File: config.mk
export PLATFORM = sky130hd
export DESIGN_NAME = acm_accumulator
export DESIGN_NICKNAME = d
export VERILOG_FILES = /design/src/rtl/acm_pkg.sv /design/src/rtl/acm_vec_select.sv /design/src/rtl/acm_pair_products.sv /design/src/rtl/acm_sat_counter.sv /design/src/rtl/acm_read_mux.sv /design/src/rtl/acm_accumulator.sv
export SDC_FILE = /design/constraint.sdc
export NUM_CORES = 1
export LEC_CHECK = 0
export CAP_MARGIN = 20
export CORE_AREA = 2 2 202 204
export DETAILED_ROUTE_END_ITERATION = 6
export DIE_AREA = 0 0 204 206
export GPL_ROUTABILITY_DRIVEN = 0
export PLACE_DENSITY = 0.75
export SETUP_SLACK_MARGIN = 0.5
export SLEW_MARGIN = 20
export SYNTH_ARGS = -nofsm -noshare
export SYNTH_HDL_FRONTEND = slang
export SYNTH_HIERARCHICAL = 1
export SYNTH_SLANG_ARGS = --single-unit
File: constraint.sdc
create_clock -name clk -period 18.1 [get_ports clk]
set_input_delay 4.525 -clock clk [delete_from_list [all_inputs] [get_ports clk]]
set_output_delay 4.525 -clock clk [all_outputs]
set_load 0.03 [all_outputs]
File: src/rtl/acm_pkg.sv
package acm_pkg;

    typedef enum logic {
        SRC_TRAIN = 1'b0,
        SRC_TRACK = 1'b1
    } acm_src_e;

    typedef struct packed {
        logic clr;
        logic en;
    } acm_cmd_t;

    // Linear slot of pair (lo, hi), lo < hi, in an n-element upper triangle
    function automatic int pair_slot(input int lo, input int hi, input int n);
        return lo * n - (lo * (lo + 1)) / 2 + (hi - lo - 1);
    endfunction

    function automatic int pair_count(input int n);
        return (n * (n - 1)) / 2;
    endfunction

endpackage

File: src/rtl/acm_vec_select.sv
module acm_vec_select
    import acm_pkg::*;
#(
    parameter int VEC_W = 8
) (
    input  acm_src_e           src,
    input  logic [VEC_W-1:0]   train_bits,
    input  logic [VEC_W-1:0]   track_bits,
    output logic [VEC_W-1:0]   vec
);

    always_comb begin
        unique case (src)
            SRC_TRACK: vec = track_bits;
            default:   vec = train_bits;
        endcase
    end

endmodule

File: src/rtl/acm_pair_products.sv
module acm_pair_products
    import acm_pkg::*;
#(
    parameter int VEC_W = 8,
    localparam int NPAIR = (VEC_W * (VEC_W - 1)) / 2
) (
    input  logic [VEC_W-1:0] vec,
    output logic [NPAIR-1:0] agree
);

    // agree = 1 means the antipodal product is +1
    for (genvar gi = 0; gi < VEC_W; gi++) begin : g_row
        for (genvar gj = gi + 1; gj < VEC_W; gj++) begin : g_col
            localparam int SLOT = pair_slot(gi, gj, VEC_W);
            assign agree[SLOT] = vec[gi] ~^ vec[gj];
        end
    end

endmodule

File: src/rtl/acm_sat_counter.sv
module acm_sat_counter #(
    parameter int CNT_W = 8
) (
    input  logic             clk,
    input  logic             rst,
    input  logic             clr,
    input  logic             en,
    input  logic             up,
    output logic [CNT_W-1:0] cnt
);

    localparam logic [CNT_W-1:0] MAXV = {1'b0, {(CNT_W-1){1'b1}}};
    localparam logic [CNT_W-1:0] MINV = {1'b1, {(CNT_W-1){1'b0}}};
    localparam logic [CNT_W-1:0] ONE  = {{(CNT_W-1){1'b0}}, 1'b1};

    logic [CNT_W-1:0] cnt_q;

    always_ff @(posedge clk) begin
        if (rst || clr) begin
            cnt_q <= '0;
        end else if (en) begin
            if (up && cnt_q != MAXV) begin
                cnt_q <= cnt_q + ONE;
            end else if (!up && cnt_q != MINV) begin
                cnt_q <= cnt_q - ONE;
            end
        end
    end

    assign cnt = cnt_q;

endmodule

File: src/rtl/acm_read_mux.sv
module acm_read_mux
    import acm_pkg::*;
#(
    parameter int VEC_W = 8,
    parameter int CNT_W = 8,
    localparam int NPAIR  = (VEC_W * (VEC_W - 1)) / 2,
    localparam int IDX_W  = (VEC_W > 1) ? $clog2(VEC_W) : 1,
    localparam int PIDX_W = (NPAIR > 1) ? $clog2(NPAIR) : 1
) (
    input  logic [IDX_W-1:0]            row,
    input  logic [IDX_W-1:0]            col,
    input  logic [NPAIR-1:0][CNT_W-1:0] pairs,
    input  logic [CNT_W-1:0]            diag,
    output logic [CNT_W-1:0]            data
);

    localparam logic [IDX_W:0] LIM = (IDX_W + 1)'(VEC_W);

    logic [IDX_W-1:0]  lo, hi;
    logic [PIDX_W-1:0] slot;

    always_comb begin
        lo   = (row < col) ? row : col;
        hi   = (row < col) ? col : row;
        slot = PIDX_W'(pair_slot(int'(lo), int'(hi), VEC_W));
        if ({1'b0, row} >= LIM || {1'b0, col} >= LIM) begin
            data = '0;
        end else if (row == col) begin
            data = diag;
        end else begin
            data = pairs[slot];
        end
    end

endmodule

File: src/rtl/acm_accumulator.sv
module acm_accumulator
    import acm_pkg::*;
#(
    parameter int NUM_USERS = 4,
    parameter int CNT_W     = 8,
    localparam int VEC_W = 2 * NUM_USERS,
    localparam int NPAIR = (VEC_W * (VEC_W - 1)) / 2,
    localparam int IDX_W = (VEC_W > 1) ? $clog2(VEC_W) : 1
) (
    input  logic             clk,
    input  logic             rst,
    input  logic             clear_i,
    input  logic             upd_valid_i,
    input  logic             src_sel_i,
    input  logic [VEC_W-1:0] train_bits_i,
    input  logic [VEC_W-1:0] track_bits_i,
    input  logic [IDX_W-1:0] rd_row_i,
    input  logic [IDX_W-1:0] rd_col_i,
    output logic [CNT_W-1:0] rd_data_o
);

    acm_cmd_t                  cmd;
    logic [VEC_W-1:0]          sel_vec;
    logic [NPAIR-1:0]          agree;
    logic [NPAIR-1:0][CNT_W-1:0] pair_cnt;
    logic [CNT_W-1:0]          diag_cnt;

    assign cmd.clr = clear_i;
    assign cmd.en  = upd_valid_i;

    acm_vec_select #(.VEC_W(VEC_W)) u_sel (
        .src        (acm_src_e'(src_sel_i)),
        .train_bits (train_bits_i),
        .track_bits (track_bits_i),
        .vec        (sel_vec)
    );

    acm_pair_products #(.VEC_W(VEC_W)) u_prod (
        .vec   (sel_vec),
        .agree (agree)
    );

    for (genvar gp = 0; gp < NPAIR; gp++) begin : g_pair
        acm_sat_counter #(.CNT_W(CNT_W)) u_cnt (
            .clk (clk),
            .rst (rst),
            .clr (cmd.clr),
            .en  (cmd.en),
            .up  (agree[gp]),
            .cnt (pair_cnt[gp])
        );
    end

    // shared diagonal: every update contributes +1
    acm_sat_counter #(.CNT_W(CNT_W)) u_diag (
        .clk (clk),
        .rst (rst),
        .clr (cmd.clr),
        .en  (cmd.en),
        .up  (1'b1),
        .cnt (diag_cnt)
    );

    acm_read_mux #(.VEC_W(VEC_W), .CNT_W(CNT_W)) u_rd (
        .row   (rd_row_i),
        .col   (rd_col_i),
        .pairs (pair_cnt),
        .diag  (diag_cnt),
        .data  (rd_data_o)
    );

endmodule

Word-level counts from Yosys, hierarchy flattened
Index checks and enable logic that the tools add are counted.
Operators by class
  reductions and logical operators: 142
  $add $sub $neg: 63
  magnitude comparators: 2
  $mul: 1
  eq/ne operators: 58
  bitwise gates (word level): 29
  mux-type cells: 62
Operator list (count)
  $mux 8: 59
  $add 8x1->8 const B: 29
  $ne 8x7->1 const B: 29
  $ne 8x8->1 const B: 28
  $sub 8x1->8 const B: 28
  $reduce_and 2->1: 29
  $logic_and 1x1->1: 56
  $reduce_bool 2->1: 28
  $bmux 8 s5: 1
  $logic_not 1->1: 28
  $xnor 1x1->1: 28
  $lt 5x6->1 const B: 1
  $mul 3x4->6: 1
  $mux 3: 2
  $add 5x1->5: 1
  $add 5x5->5: 1
  $sub 5x2->5 const B: 1
  $sub 5x5->5: 1
  $add 3x1->4 const B: 1
  $sub 3x3->4: 1
  $eq 3x3->1: 1
  $lt 3x3->1: 1
  $and 1x1->1 const A: 1
  $logic_or 1x1->1: 1
Word-level totals
  output and inout bits: 8
  input bits: 27
  logic and storage cells: 386
  register bits: 232

Logic depth before layout (Yosys ltp)
  word-level depth: 11
  depth in mapped cells: 28
  mapped depth without buffers: 27

Hierarchy
The synthesis kept the hierarchy.
By module, submodules not included
  acm_sat_counter (g_pair[21].u_cnt ...): cells each 75, seq. area each 160.2 um^2, area an instance 636.9 um^2, instances 16
  acm_sat_counter (g_pair[0].u_cnt ...): cells each 75, seq. area each 160.2 um^2, area an instance 639.4 um^2, instances 13
  acm_read_mux: cells each 251, seq. area each 0.0 um^2, area an instance 2663.8 um^2, instances 1
  acm_pair_products: cells each 36, seq. area each 0.0 um^2, area an instance 335.3 um^2, instances 1
  acm_vec_select: cells each 9, seq. area each 0.0 um^2, area an instance 131.4 um^2, instances 1
  acm_accumulator: cells each 1, seq. area each 0.0 um^2, area an instance 3.8 um^2, instances 1

Worst setup path before layout
No wires, ideal clock.
  path type: input-to-output
  start: input port rd_col_i[1]
  end: output port rd_data_o[1]
  path buffers: 3
  stages: 27
  slack: 3.058 ns
  arrival: 10.517 ns
  required time: 13.575 ns
  cell sequence: inv_1 ha_1 and2b_1 o22ai_2 mux2i_1 inv_1 ha_1 inv_1 ha_1 nand2b_1 fa_1 inv_1 ha_1 inv_1 fa_1 inv_1 ha_1 inv_1 ha_1 fa_1 buf_2 clkbuf_1 and2_1 clkbuf_1 a221oi_1 a31oi_1 a21boi_1
Between the ends
  cells in the longest elaborated chain, start to end: 11
  elaborated cells between the ends (all ways): 15
  those cells by class: add/sub: 6; mul: 1; order compare: 1; eq/ne: 1; mux: 5; bitwise: 1
Ends and longest elaborated chain
  from (decl): line acm_accumulator.sv:18  | input logic [IDX_W-1:0] rd_col_i,
  $lt 3x3->1: line acm_read_mux.sv:23, acm_read_mux.sv:24
  $mux 3: line acm_read_mux.sv:23  | lo = (row < col) ? row : col;
  $add 3x1->4: line acm_pkg.sv:15  | return lo * n - (lo * (lo + 1)) / 2 + (hi - lo - 1);
  $mul 3x4->6: line acm_pkg.sv:15
  $and 1x1->1 (no source line)
  $add 5x1->5 (no source line)
  $sub 5x5->5: line acm_pkg.sv:15
  $add 5x5->5: line acm_pkg.sv:15
  $bmux 8 s5: line acm_read_mux.sv:31  | data = pairs[slot];
  $mux 8 (implied by the code): line acm_read_mux.sv:31
  $mux 8 *: line acm_read_mux.sv:28  | end else if (row == col) begin
  to (decl): line acm_accumulator.sv:19  | output logic [CNT_W-1:0] rd_data_o
Mark *: on every way between the ends. The rest lies on a longest branch, timed or not. The select of a mux whose other input is x is not followed.

Worst setup path in the final report
  start: input port rd_col_i[1]
  end: output port rd_data_o[0]
Same word-level chain as after synthesis.

==> run summary <==
GLOBAL ROUTING
----------------------------------------------------------------------------------
Pin count of the biggest net entering global routing                            59
Final global-route overflow total                                                0
Global-route wire length before repair                                     96.8 mm
Initial antenna violation count                                                  1
Combined global-route utilization of all metal layers                        0.281
Number of global-route vias before repair                                   18,800

CLOCK TREE
----------------------------------------------------------------------------------
Quantity of hold-fixing buffers added after cts                                  0
Setup repair bufs after CTS                                                      0
TritonCTS Sinks                                                                232
Number of clock buffers inserted by TritonCTS                                   29
H-Tree Depth                                                                     1
Clock Path Buffers                                                               3
CTS tree                                                                     built
Root Driver                                                           sky130_fd_sc_hd__clkbuf_16
Clock-pin slew on the worst setup and hold paths                           0.06 ns
Clock Latency Late Sink                                                    0.57 ns
Post-CTS sizing                                                                  0

DETAILED ROUTING
----------------------------------------------------------------------------------
Drt first-iter violations                                                    1,573
Total via count in the routed design                                        19,800
Antenna-violating nets left                                                      0
TritonRoute pass-1 iters                                                         6
Vias per Instance                                                             6.51
Routed wire length per instance                                       19.7 microns
Post-route DRC                                                                   0
Wire length reported by the detailed router                                59.8 mm

STA
----------------------------------------------------------------------------------
Post-route setup TNS                                                          0 ns
Worst clock skew                                                         0.0110 ns
Count of final setup violators                                                   0
Clock period minus worst slack                                            16.69 ns
Hold Vio Cnt, Final                                                              0
RSZ-0062 raised after global routing                                         false
Final cycle utilization of the critical path                                 0.922
Worst rel slew slack                                                         0.378
Final max-slew violation count                                                   0
Highest clock rate                                                      0.0599 GHz
Transition time at the pin with the least slew margin                     0.931 ns

SYNTHESIS
----------------------------------------------------------------------------------
Leading cell type by number of instances after synthesis              sky130_fd_sc_hd__nor2_1
Sequential cell area fraction in the yosys report                            0.215
Yosys warnings                                                                   6
Area of the mapped netlist                                            0.0216 sq mm
Dominant synthesized flop cell                                        sky130_fd_sc_hd__dfxtp_1
Number of cells produced by synthesis                                        2,472
Ranking of synthesized cells by instance count                        234 x sky130_fd_sc_hd__nor2_1, 232 x sky130_fd_sc_hd__dfxtp_1, 223 x sky130_fd_sc_hd__a21oi_1
Mean instance size in the synthesized netlist                           8.75 sq um
Leading post-synthesis cells by cell area                             sky130_fd_sc_hd__dfxtp_1 21%, sky130_fd_sc_hd__ha_1 11%, sky130_fd_sc_hd__mux2i_1 6.8%
Fraction of post-synthesis cell area in the top cell type by area            0.215
Cell variety after synth                                                        56
Fraction of synthesis flops using an asynchronous set or reset pin               0
Number of synthesized register bits                                            232
Yosys top cell by area                                                sky130_fd_sc_hd__dfxtp_1
Number of enable flip-flop cells after synthesis                                 0

DIE
----------------------------------------------------------------------------------
Number of I/O pins                                                              35
Initial Utilization                                                          0.538
Area of the die                                                       0.0420 sq mm
Die W                                                                  204 microns
Core area                                                             0.0402 sq mm
Vertical extent of the die                                             206 microns
Number of placement rows                                                        74

POWER
----------------------------------------------------------------------------------
Power after layout                                                         2620 uW
Pwr/cell area                                                          112 mW/mm^2
P_leak                                                                  0.00998 uW
Worst IR drop on VDD                                                      0.112 mV

LAYOUT
----------------------------------------------------------------------------------
Signed area change from the synthesized netlist to the final layout          7.80%
Post-route cell area                                                  0.0233 sq mm
Share of layout cells above drive strength 1                                0.0949
Post-layout instance count excluding filler cells                            3,039
Ant diodes                                                                       0
Core utilization of the finished layout                                      0.580
Filler instances                                                             3,510
Layout net count                                                             2,742

FLOW RUN
----------------------------------------------------------------------------------
Maximum Capacitance Violations                                                   0

WORST SETUP PATH
----------------------------------------------------------------------------------
Critical path's slowest cell                                          sky130_fd_sc_hd__clkdlybuf4s50_1
Type of the setup path with the least slack                              in -> out
Kind of capture point of the worst setup path                          output port
Maximum fanout along the worst path                                             11
R2R cell count                                                                   9
Data required time of the critical path                                   13.57 ns
Critical Path AT                                                          12.16 ns
Critical path startpoint category                                       input port
Slowest Stage Delay on Critical Path                                       0.77 ns

STATUS
----------------------------------------------------------------------------------
Outcome                                                               finished clean

PLACED DESIGN
----------------------------------------------------------------------------------
Instance area after placement                                         0.0224 sq mm
I/O Buffers                                                                     34
Number of cells after detailed placement                                     2,987
Hpwl dp                                                                    44.0 mm

MIN PATH
----------------------------------------------------------------------------------
Hold crit path type                                                     reg -> reg
Cell depth of the worst min-delay path                                           2

==> through the flow <==
| step | hold WS, ns | worst slack (ns) |
|---|---|---|
| after floorplan | 0.469 | 3.06 |
| after global placement | 0.497 | 1.33 |
| after detailed placement | 0.499 | 1.53 |
| after CTS | 0.508 | 1.50 |
| after global routing | 0.531 | 1.05 |
| final | 0.509 | 1.41 |
==> cell families (layout without fill, tap and decap cells) <==
logic type,Yosys count,in the layout,synth area share
compound gates,670,670,0.211
xor+xnor,137,137,0.0573
fa+ha+maj,229,229,0.144
buf+inv,166,199,0.0330
flops,232,232,0.215
mux,217,217,0.135
other cells,1,3,0.000173
simple gates,820,820,0.204
==> power breakdown <==
part	switching, uW	internal (uW)	leakage (uW)	total (uW)
clock	237	336	0.000453	573
combinational	834	589	0.00764	1420
sequential	72.7	546	0.00189	619
total	1140	1470	0.00998	2620
==> cell usage in the layout, fill, tap and decap left out, types with 42 or more instances in the layout <==
cell type,Yosys,final
sky130_fd_sc_hd__a211oi_1,74,74
sky130_fd_sc_hd__a21o_1,60,60
sky130_fd_sc_hd__a21oi_1,223,223
sky130_fd_sc_hd__dfxtp_1,232,232
sky130_fd_sc_hd__ha_1,195,193
sky130_fd_sc_hd__inv_1,108,108
sky130_fd_sc_hd__mux2i_1,147,147
sky130_fd_sc_hd__mux4_2,56,56
sky130_fd_sc_hd__nand2_1,135,135
sky130_fd_sc_hd__nand3_1,68,68
sky130_fd_sc_hd__nand4_1,42,42
sky130_fd_sc_hd__nor2_1,234,234
sky130_fd_sc_hd__nor3_1,61,61
sky130_fd_sc_hd__nor4b_1,58,58
sky130_fd_sc_hd__o21ai_0,105,105
sky130_fd_sc_hd__xnor2_1,44,44
sky130_fd_sc_hd__xor2_1,90,90
==> flip-flops by register name, summed over array words and instances, names as in the netlist <==
signal,cells
u_diag/cnt,8
g_pair.u_cnt/cnt,224
==> final cells by class <==
cell class / count / area, sq um / area share
multi-input cells: 2076 / 16300 / 0.699
well taps: 532 / 666 / 0.0285
clock buffers: 42 / 845 / 0.0362
repair buffers: 39 / 365 / 0.0157
clock inverters: 10 / 86.3 / 0.00370
flip-flops and latches: 232 / 4640 / 0.199
inverters: 108 / 405 / 0.0174
==> worst max-delay path: cells and delay by family <==
family                     cells  cell delay [ns]
and+or+nand+nor                3             0.91
AOI/OAI and AO/OA              4             0.86
xor gates and xnor gates       2             0.76
buffers and inverters          8             1.80
muxes                          1             0.43
adders and majority gates      9             2.87
==> worst paths after layout <==
path                                         from                              endpoint  slack (ns)
max reg2reg  g_pair[15].u_cnt/cnt[0]$_SDFFE_PP0P_  g_pair[15].u_cnt/cnt[7]$_SDFFE_PP0P_       15.36
min reg2reg  g_pair[16].u_cnt/cnt[7]$_SDFFE_PP0P_  g_pair[16].u_cnt/cnt[7]$_SDFFE_PP0P_        0.51
max                                   rd_col_i[1]                          rd_data_o[0]        1.41
min          g_pair[16].u_cnt/cnt[7]$_SDFFE_PP0P_  g_pair[16].u_cnt/cnt[7]$_SDFFE_PP0P_        0.51
==> metal layers <==
layer / vias to the layer above / part of all wire / track usage
li1: 9368 / - / -
met1: 9534 / 0.43 / 0.375
met2: 719 / 0.45 / 0.454
met3: 147 / 0.083 / 0.0459
met4: 2 / 0.038 / 0.115
met5: - / 0.00022 / 0
Power figures use the tool's default switching activity.
